## config.mk

```make
export PLATFORM = sky130hd
export DESIGN_NAME = ep_halt_ctrl
export DESIGN_NICKNAME = d
export VERILOG_FILES = /design/src/rtl/ep_halt_pkg.sv /design/src/rtl/ep_halt_rst_sync.sv /design/src/rtl/ep_halt_evt.sv /design/src/rtl/ep_halt_wgate.sv /design/src/rtl/ep_halt_state.sv /design/src/rtl/ep_halt_reply.sv /design/src/rtl/ep_halt_ctrl.sv
export SDC_FILE = /design/constraint.sdc
export NUM_CORES = 1
export LEC_CHECK = 0
export BUFFER_PORTS_ARGS = -buffer_cell sky130_fd_sc_hd__buf_2
export CAP_MARGIN = 30
export CORE_AREA = 2 2 39 41
export CTS_CLUSTER_DIAMETER = 100
export DETAILED_ROUTE_END_ITERATION = 7
export DIE_AREA = 0 0 41 43
export PLACE_DENSITY = 0.79
export SYNTH_ARGS = -nofsm -noshare
export SYNTH_HDL_FRONTEND = slang
export SYNTH_SLANG_ARGS = --single-unit
export TNS_END_PERCENT = 20
```

## constraint.sdc

```tcl
create_clock -name clk -period 1.9 [get_ports clk]
set_clock_uncertainty 0.1 [all_clocks]
set_input_delay 0.095 -clock clk [delete_from_list [all_inputs] [get_ports clk]]
set_output_delay 0.095 -clock clk [all_outputs]
set_load 0.02 [all_outputs]
```

## src/rtl/ep_halt_pkg.sv

```systemverilog
package ep_halt_pkg;

  // decoded hardware causes acting on the halt state
  typedef struct packed {
    logic set;
    logic clr;
  } ep_hw_evt_t;

  // CPU write after gating
  typedef struct packed {
    logic valid;
    logic halt;
  } ep_cpu_wr_t;

endpackage

```

## src/rtl/ep_halt_rst_sync.sv

```systemverilog
module ep_halt_rst_sync #(
  parameter int unsigned STAGES = 2
) (
  input  logic clk,
  input  logic rst_n_i,
  output logic rst_n_o
);

  localparam int unsigned LAST = STAGES - 1;

  logic [STAGES-1:0] sync_q;
  logic [STAGES-1:0] sync_d;

  always_comb begin
    sync_d = {sync_q[STAGES-2:0], 1'b1};
  end

  always_ff @(posedge clk or negedge rst_n_i) begin
    if (!rst_n_i) sync_q <= '0;
    else          sync_q <= sync_d;
  end

  assign rst_n_o = sync_q[LAST];

endmodule

```

## src/rtl/ep_halt_evt.sv

```systemverilog
module ep_halt_evt
  import ep_halt_pkg::*;
(
  input  logic       req_set_feature_i,
  input  logic       req_clear_feature_i,
  input  logic       req_set_config_i,
  input  logic       req_set_intf_i,
  input  logic       ep_error_i,
  output ep_hw_evt_t evt_o
);

  always_comb begin
    evt_o.set = req_set_feature_i | ep_error_i;
    evt_o.clr = req_clear_feature_i | req_set_config_i | req_set_intf_i;
  end

endmodule

```

## src/rtl/ep_halt_wgate.sv

```systemverilog
module ep_halt_wgate
  import ep_halt_pkg::*;
#(
  parameter int unsigned STS_W    = 8,
  parameter int unsigned HALT_POS = 0
) (
  input  logic             wr_i,
  input  logic [STS_W-1:0] wdata_i,
  input  logic             ctl_nak_i,
  input  logic             ep_busy_i,
  output ep_cpu_wr_t       cpu_o
);

  // only the halt bit is storage; the other bits are dropped
  logic wdata_unused;
  assign wdata_unused = ^wdata_i;

  always_comb begin
    cpu_o.valid = wr_i & ctl_nak_i & ~ep_busy_i;
    cpu_o.halt  = wdata_i[HALT_POS];
  end

endmodule

```

## src/rtl/ep_halt_state.sv

```systemverilog
module ep_halt_state
  import ep_halt_pkg::*;
(
  input  logic       clk,
  input  logic       rst_n,
  input  ep_hw_evt_t evt_i,
  input  ep_cpu_wr_t cpu_i,
  output logic       halt_o,
  output logic       toggle_rst_o,
  output logic       buf_clr_o,
  output logic       buf_nak_clr_o
);

  logic halt_q, halt_d, halt_en;
  logic tog_q, tog_d;
  logic flush_q, flush_d;

  // next state: hardware set, then hardware clear, then CPU
  always_comb begin
    halt_en = 1'b0;
    halt_d  = halt_q;
    if (evt_i.set) begin
      halt_en = 1'b1;
      halt_d  = 1'b1;
    end else if (evt_i.clr) begin
      halt_en = 1'b1;
      halt_d  = 1'b0;
    end else if (cpu_i.valid) begin
      halt_en = 1'b1;
      halt_d  = cpu_i.halt;
    end
    tog_d   = evt_i.clr & ~evt_i.set;
    flush_d = halt_en & halt_d & ~halt_q;
  end

  always_ff @(posedge clk or negedge rst_n) begin
    if (!rst_n) begin
      halt_q  <= 1'b0;
      tog_q   <= 1'b0;
      flush_q <= 1'b0;
    end else begin
      if (halt_en) halt_q <= halt_d;
      tog_q   <= tog_d;
      flush_q <= flush_d;
    end
  end

  assign halt_o        = halt_q;
  assign toggle_rst_o  = tog_q;
  assign buf_clr_o     = flush_q;
  assign buf_nak_clr_o = flush_q;

endmodule

```

## src/rtl/ep_halt_reply.sv

```systemverilog
module ep_halt_reply #(
  parameter int unsigned STS_W = 8
) (
  input  logic             clk,
  input  logic             rst_n,
  input  logic             query_i,
  input  logic [STS_W-1:0] sts_i,
  output logic             valid_o,
  output logic [STS_W-1:0] data_o
);

  logic             valid_q, valid_d;
  logic [STS_W-1:0] data_q, data_d;

  always_comb begin
    valid_d = query_i;
    data_d  = sts_i;
  end

  always_ff @(posedge clk or negedge rst_n) begin
    if (!rst_n) begin
      valid_q <= 1'b0;
      data_q  <= '0;
    end else begin
      valid_q <= valid_d;
      if (query_i) data_q <= data_d;
    end
  end

  assign valid_o = valid_q;
  assign data_o  = data_q;

endmodule

```

## src/rtl/ep_halt_ctrl.sv

```systemverilog
module ep_halt_ctrl
  import ep_halt_pkg::*;
#(
  parameter int unsigned STS_W      = 8,
  parameter int unsigned HALT_POS   = 0,
  parameter int unsigned RST_STAGES = 2
) (
  input  logic             clk,
  input  logic             rst_n,
  input  logic             req_set_feature_i,
  input  logic             req_clear_feature_i,
  input  logic             req_set_config_i,
  input  logic             req_set_intf_i,
  input  logic             ep_error_i,
  input  logic             get_status_i,
  input  logic             cpu_wr_i,
  input  logic [STS_W-1:0] cpu_wdata_i,
  input  logic             ctl_nak_i,
  input  logic             ep_busy_i,
  output logic [STS_W-1:0] cpu_rdata_o,
  output logic             halt_o,
  output logic             toggle_rst_o,
  output logic             buf_clr_o,
  output logic             buf_nak_clr_o,
  output logic             reply_valid_o,
  output logic [STS_W-1:0] reply_data_o
);

  logic       srst_n;
  ep_hw_evt_t hw_evt;
  ep_cpu_wr_t cpu_wr;
  logic       halt;
  logic [STS_W-1:0] sts_byte;

  ep_halt_rst_sync #(.STAGES(RST_STAGES)) u_rst (
    .clk(clk), .rst_n_i(rst_n), .rst_n_o(srst_n)
  );

  ep_halt_evt u_evt (
    .req_set_feature_i(req_set_feature_i),
    .req_clear_feature_i(req_clear_feature_i),
    .req_set_config_i(req_set_config_i),
    .req_set_intf_i(req_set_intf_i),
    .ep_error_i(ep_error_i),
    .evt_o(hw_evt)
  );

  ep_halt_wgate #(.STS_W(STS_W), .HALT_POS(HALT_POS)) u_wgate (
    .wr_i(cpu_wr_i), .wdata_i(cpu_wdata_i),
    .ctl_nak_i(ctl_nak_i), .ep_busy_i(ep_busy_i),
    .cpu_o(cpu_wr)
  );

  ep_halt_state u_state (
    .clk(clk), .rst_n(srst_n),
    .evt_i(hw_evt), .cpu_i(cpu_wr),
    .halt_o(halt), .toggle_rst_o(toggle_rst_o),
    .buf_clr_o(buf_clr_o), .buf_nak_clr_o(buf_nak_clr_o)
  );

  // status byte: halt bit at HALT_POS, all other bits tied low
  for (genvar i = 0; i < STS_W; i++) begin : g_sts
    if (i == HALT_POS) begin : g_halt
      assign sts_byte[i] = halt;
    end else begin : g_zero
      assign sts_byte[i] = 1'b0;
    end
  end

  ep_halt_reply #(.STS_W(STS_W)) u_reply (
    .clk(clk), .rst_n(srst_n),
    .query_i(get_status_i), .sts_i(sts_byte),
    .valid_o(reply_valid_o), .data_o(reply_data_o)
  );

  assign halt_o      = halt;
  assign cpu_rdata_o = sts_byte;

endmodule

```

== After elaboration in Yosys (flattened, before gate mapping) ==
Cells that the tools add are included.

* Logic and storage cells: 23
* Bits in registers: 7
* Output and inout port bits: 21
* Input port bits: 19

* Bitwise gates (word level): 11
* Muxes and demuxes: 6

{| class="wikitable"
|+ Operator list
! operator !! number
|-
| 2-to-1 mux 1 bit || 6
|-
| bitwise AND 1 bit || 5
|-
| NOT 1 bit || 3
|-
| OR 1 bit || 3
|}

== Logic depth before layout (Yosys ltp) ==
Gate-level depths: netlist (run 1).

* Depth in word-level cells: 7
* Depth in mapped cells: 3

== Modules after synthesis ==
Synthesis (run 1) repeated with hierarchy kept, for this count alone.

* Cell total of the unflattened synthesis: 44
* Area total of the unflattened synthesis: 623.1 um^2

{| class="wikitable"
|+ By module, submodules not included
! module !! times used !! cells an instance !! area an instance (um^2)
|-
| ep_halt_reply || 1 || 18 || 356.6
|-
| ep_halt_state || 1 || 10 || 120.1
|-
| ep_halt_ctrl || 1 || 9 || 63.8
|-
| ep_halt_rst_sync || 1 || 3 || 53.8
|-
| ep_halt_wgate || 1 || 2 || 16.3
|-
| ep_halt_evt || 1 || 2 || 12.5
|}

== Least setup slack after synthesis (run 1) ==
Ideal clock, no wire load.

* Path type: reg-to-reg
* Start: register u_state.halt_q, in the netlist u_state.halt_o
* End: register u_reply.data_q[0], in the netlist u_reply.data_o[0]
* Path slack: 0.938 ns
* Library setup time: 0.125 ns
* Required time: 1.675 ns
* Period minus slack after synthesis: 0.962 ns
* Stages on the path, launching flop included: 2
* Data arrival time: 0.737 ns
* Path through: dfrtp_1 mux2_2

{| class="wikitable"
|+ RTL lines
! item !! RTL line !! source
|-
| start: declaration || ep_halt_state.sv:14 || <nowiki>logic halt_q, halt_d, halt_en;</nowiki>
|-
| start signal: assignment || ep_halt_state.sv:42 || <nowiki>if (halt_en) halt_q <= halt_d;</nowiki>
|-
| end signal: assignment || ep_halt_reply.sv:26 || <nowiki>if (query_i) data_q <= data_d;</nowiki>
|-
| end: declaration || ep_halt_reply.sv:13 || <nowiki>logic [STS_W-1:0] data_q, data_d;</nowiki>
|}

No word-level cell between the ends.

== Final worst setup path (run 1) ==
* Start: input get_status_i
* End: register u_reply.data_q[0], in the netlist u_reply.data_o[0]

{| class="wikitable"
|+ RTL lines
! item !! RTL line !! source
|-
| start: declaration || ep_halt_ctrl.sv:15 || <nowiki>input logic get_status_i,</nowiki>
|}

No word-level cell between the ends.

==> results of run 1 <==
## cells in the final DEF, fill, tap and decap left out, types with 3 or more instances in the layout
cell type,instances
buf_2,18
conb_1,15
dfrtp_1,7
clkbuf_4,3
dlygate4sd3_1,3
## cells by family after synthesis
family	Yosys count
buf+inv	16
flops	7
compound gates	4
simple gates	4
other cells	2
mux	1
## cell type report
cell class                 count  share of cell area
clock buffer                   4              0.0544
timing repair buffer          21               0.249
tap                           16              0.0415
multi-input combinational     24               0.293
sequential                     7               0.363
## synthesized netlist by cell type
cell	n
buf_4	16
dfrtp_1	7
conb_1	2
a31oi_1	1
mux2_2	1
nand2_1	1
nand4b_4	1
nor2_1	1
nor2b_1	1
o21ai_0	1
o31a_1	1
o41ai_2	1
## power groups by stage
stage	sequential [mW]	combinational, mW	clock (mW)
after floorplan	0.179	0.0670	0
after global placement	0.168	0.0789	0
after detailed placement	0.169	0.0802	0
after CTS	0.165	0.0869	0.136
after global routing	0.166	0.0953	0.143
final	0.165	0.0866	0.128
## registers in the layout, summed over array words and instances (netlist names)
| register | cells |
|---|---|
| u_rst.sync_q | 2 |
| u_reply.data_o | 1 |
| u_reply.valid_o | 1 |
| u_state.buf_clr_o | 1 |
| u_state.halt_o | 1 |
| u_state.toggle_rst_o | 1 |
## metal layers
metal / global-route usage / vias to the layer above / share of wire
met5: 0 / - / 0
met3: 0.0157 / 0 / 0.15
met4: 0.0600 / 0 / 0
met2: 0.138 / 19 / 0.56
met1: 0.0489 / 123 / 0.29
li1: - / 125 / -
## path summary, 6_finish.rpt
check,from,endpoint,slack (ns),depth (start not counted)
max,get_status_i,u_reply.data_o[0],0.87,3
min,req_set_intf_i,u_state.toggle_rst_o,0.02,2
max reg2reg,u_rst.sync_q[1],u_state.buf_clr_o,1.00,1
min reg2reg,u_rst.sync_q[0],u_rst.sync_q[1],0.25,0
max in group asynchronous,u_rst.sync_q[1],u_state.buf_clr_o,1.00,1
min in group asynchronous,rst_n,u_rst.sync_q[1],0.08,2
## timing repair
action                                 in CTS  in global routing
gates resized for setup                     0                  0
hold buffers                                3                  0
endpoints found under the hold margin       8                  0
==> metrics.txt, run 1 <==
setup TNS 0 ns; Buf+Inv Stages, Crit Path 2; core area 1380 um^2; Power Dens Cells 784 nW/um^2; switch share 0.293; Area contributors post-synth dfrtp_1 45%, buf_4 31%, nand4b_4 6.1%; DP Worst Slack 0.994 ns; First-pass DRT Iterations 1; I/O Buffers 18; synthesized area 388 um^2; I/O pin count 40; status finished clean; post-route ant nets 0; Worst VDD drop 0.151 mV; vias in the first global route 249; final instance area 483 um^2; Yosys top cell by area dfrtp_1; register area share after synthesis 0.452; Critical Path Slowest Stage Cell dlygate4sd3_1; Fin Hold WS 0.0225 ns; initial antenna violation count 0; synthesis-to-layout area growth 24.5%; Clk pin slew, worst setup/hold paths 0.05 ns; Power Total 0.379 mW; post-layout min period 1.03 ns; Post-Layout Cell Count 72; CP Data Arrival Time 1.05 ns; Synth Instances 34; postcts setup bufs 0; adder-cell share of the synthesized area 0; largest net degree at the start of global routing 6; gr ovfl total 0; largest family of logic cells by synthesized area buffers and inverters; Post-Synth Simple-Gate Area 0.0968; mux share of post-synthesis cell area 0.0290; Yosys reg bits 7; CP Launch Type primary input; hpwl dp 505 um; crit end category register; final hold vios 0; Die ar. 1760 um^2; clk root buf clkbuf_4; clk_lat worst skew 0.24 ns; DRT Wirelength 587 um; Combinational Power Share 0.229; Final Util 0.349; global-route wire length before repair 828 um; share of cells above drive strength 1 0.429; Avg Cell Area, Syn 11.4 um^2; vias per inst 3.71; top cell type's share of synthesized area 0.452; Placement Cell Area 427 um^2; initial cell density of the core 0.280; via count 267; Register Area 175 um^2; Final period util 0.541; Pint 0.268 mW; Fillers 152; YS warnings 0; switching power 0.111 mW; Global Route Usage Sum 0.0716; sequential power share 0.435; critical path peak fanout 2; HP Class in -> reg; RSZ-0062 raised after global routing false; Max Buffers Root-to-Sink 2; Setup CP Type in -> reg; drt drc 0; die extent in x 41 um; Pleak 0.261 nW; Max-cap violations 0; max incr delay on CP 0.52 ns; critical path's top delay family buffers and inverters; final worst-path setup slack 0.871 ns; Cells after DPL 65; total CTS buffers 3; Multi-input gate area 141 um^2; Synth Area in XOR/XNOR 0; gpl congestion 0.521; Final setup viols 0; Netlist cell types 12; fmax 972 MHz; Final Max Tran Viols 0; Final nets 76; FP Rows 14; H-Tree Level Count 1; compound-cell area share of the yosys netlist 0.0935; worst path cell trace dlygate4sd3_1, buf_2, mux2_2; Worst Path Required 1.93 ns; CTS tree built; clock sinks 7; chip height 43 um; Iteration-0 DRC Markers 0; Wirelength per Cell 8.15 um; n_diodes 0; Clock Power Share 0.337
Power figures use the tool's default switching activity.
==> run 2, diff against run 1 <==
Clock period 1.9 ns to 1 ns, I/O delays scaled along.
==> run 2 against run 1 <==
  * The flow now finishes with violations (negative hold slack)
  * Worst setup slack lost 0.86 ns
  * Flip-flop and latch count is the same
  * Clock power increased by 90%
  * Combinational power up 87%
  * Final cell count is the same
  * Hold slack got worse by 0.050 ns
  * Core utilization increased by 0.18 points
  * Cell area up 0.52%
  * Via count is 1.1% lower
  * Sequential share of layout area decreased by 0.19 points
  * Global-route usage shrank 0.10 points
  * Register-to-register slack worse by 0.90 ns
==> metrics.txt, run 2 (same netlist as run 1, synthesis figures left out) <==
vias in the first global route 257 (+3.2%); FP Rows 14 (unchanged); First-pass DRT Iterations 1 (unchanged); max reg flops 2 (unchanged); die extent in x 41 um (unchanged); R2R cell count 1 (unchanged); Final Util 0.351 (+0.00181); Final Max Tran Viols 0 (unchanged); Final setup viols 0 (unchanged); share of cells above drive strength 1 0.446 (+0.0179); via count 264 (-1.1%); Post-Layout Cell Count 72 (unchanged); Clk pin slew, worst setup/hold paths 0.05 ns (about the same); failing checks negative hold slack; Multi-input gate area 144 um^2 (+1.8%); I/O Buffers 18 (unchanged); gr ovfl total 0 (unchanged); fmax 1020 MHz; I/O pin count 40 (unchanged); Final period util 0.984; CTS tree built; most frequent cells in the layout 18 x buf_2, 15 x conb_1, 7 x dfrtp_1, 3 x clkbuf_4, 3 x dlygate4sd3_1; RSZ-0062 raised after global routing true; Fin Hold WS -0.0277 ns (-0.0502 ns); critical path's top delay family buffers and inverters; status finished, violations left; worst path cell trace buf_2, o31a_1, dlygate4sd3_1; synthesis-to-layout area growth 25.2%; drt drc 0 (unchanged); Reg-to-Reg Start u_state.halt_o; initial antenna violation count 0 (unchanged); clock sinks 7 (unchanged); Wirelength per Cell 8.04 um (-1.4%); Setup CP Type in -> reg; Buf+Inv Stages, Crit Path 2 (unchanged); hpwl dp 505 um (unchanged); total CTS buffers 3 (unchanged); Critical Path Slowest Stage Cell dlygate4sd3_1; clk root buf clkbuf_4; max incr delay on CP 0.55 ns (+0.03 ns); initial cell density of the core 0.280 (unchanged); postcts setup bufs 0 (unchanged); reg-to-reg setup timing slack 0.10 ns (-0.90 ns); largest net degree at the start of global routing 6 (unchanged); Max-cap violations 0 (unchanged); final hold vios 5 (+5); Iteration-0 DRC Markers 0 (unchanged); CP Data Arrival Time 1.01 ns (-0.04 ns); cts hold-fix bufs 3 (unchanged); clk_lat worst skew 0.24 ns (about the same); Cells after DPL 65 (unchanged); crit end category register; Max Buffers Root-to-Sink 2 (unchanged); critical path peak fanout 2 (unchanged); Register Area 175 um^2 (unchanged); HP Class reg -> async; H-Tree Level Count 1 (unchanged); n_diodes 0 (unchanged); Final nets 76 (unchanged); Worst VDD drop 0.280 mV (+85%); chip height 43 um (unchanged); CP Launch Type primary input; post-route ant nets 0 (unchanged); Die ar. 1760 um^2 (unchanged); Power Dens Cells 1490 nW/um^2 (+89%); Fillers 150 (-1.3%); global-route wire length before repair 828 um (unchanged); post-layout min period 0.984 ns; Global Route Usage Sum 0.0706 (-0.00101); reg2reg end u_reply.data_o[0]; gpl congestion 0.521 (unchanged); DRT Wirelength 579 um (-1.4%); vias per inst 3.67 (-1.1%); Worst Path Required 1.02 ns (-0.91 ns); final worst-path setup slack 0.0159 ns (-0.855 ns); core area 1380 um^2 (unchanged); Pleak 0.263 nW (+0.59%); DP Worst Slack 0.0944 ns (-0.900 ns); Top reg by flops u_rst.sync_q; most common cell after layout, fill and taps aside buf_2
run 2: cell count changes in the layout (fill, tap and decap cells not counted):
cell,previous run,this run
nor2_2,0,1
nor2_1,1,0
run 2: per-layer routing:
layer | vias up | wire [um] | GRT usage
li1 | 126 | - | -
met1 | 119 | 178 | 0.0489
met2 | 19 | 313 | 0.134
met3 | 0 | 88 | 0.0157
met4 | 0 | 0 | 0.0600
met5 | - | 0 | 0
run 2: layout make-up:
type / count / area share
Sequential cell: 7 / 0.361
Multi-Input combinational cell: 24 / 0.296
Timing Repair Buffer: 21 / 0.247
Clock buffer: 4 / 0.0541
Tap cell: 16 / 0.0412
run 2: how the worst max path moves through the flow:
stage	slack (ns)	startpoint	endpoint	cells past startpoint
2_1_floorplan	0.04	u_state.halt_o	u_reply.data_o[0]	1
3_3_place_gp	0.11	u_state.halt_o	u_reply.data_o[0]	1
3_5_place_dp	0.09	u_state.halt_o	u_reply.data_o[0]	1
4_1_cts	-0.001	u_state.halt_o	halt_o	1
5_1_grt	-0.02	u_state.halt_o	cpu_rdata_o[0]	1
6_report	0.02	req_set_config_i	u_state.toggle_rst_o	3
run 2: timing repair:
action	in CTS	in global routing
setup endpoints to repair	2	4
gates resized for setup	0	1
endpoints found under the hold margin	10	5
run 2: power by group:
group / internal (mW) / leakage [nW] / switching [mW]
clock: 0.151 / 0.0150 / 0.0915
sequential: 0.304 / 0.0821 / 0.0121
combinational: 0.0537 / 0.166 / 0.109
total: 0.509 / 0.263 / 0.212
run 2: stage by stage:
step	instance area [um^2]	power (mW)	setup TNS, ns
finish	485	0.721	0
CTS	483	0.737	-0.00214
global placement	427	0.470	0
global route	485	0.769	-0.0522
floorplan	437	0.468	0
detailed placement	427	0.474	0
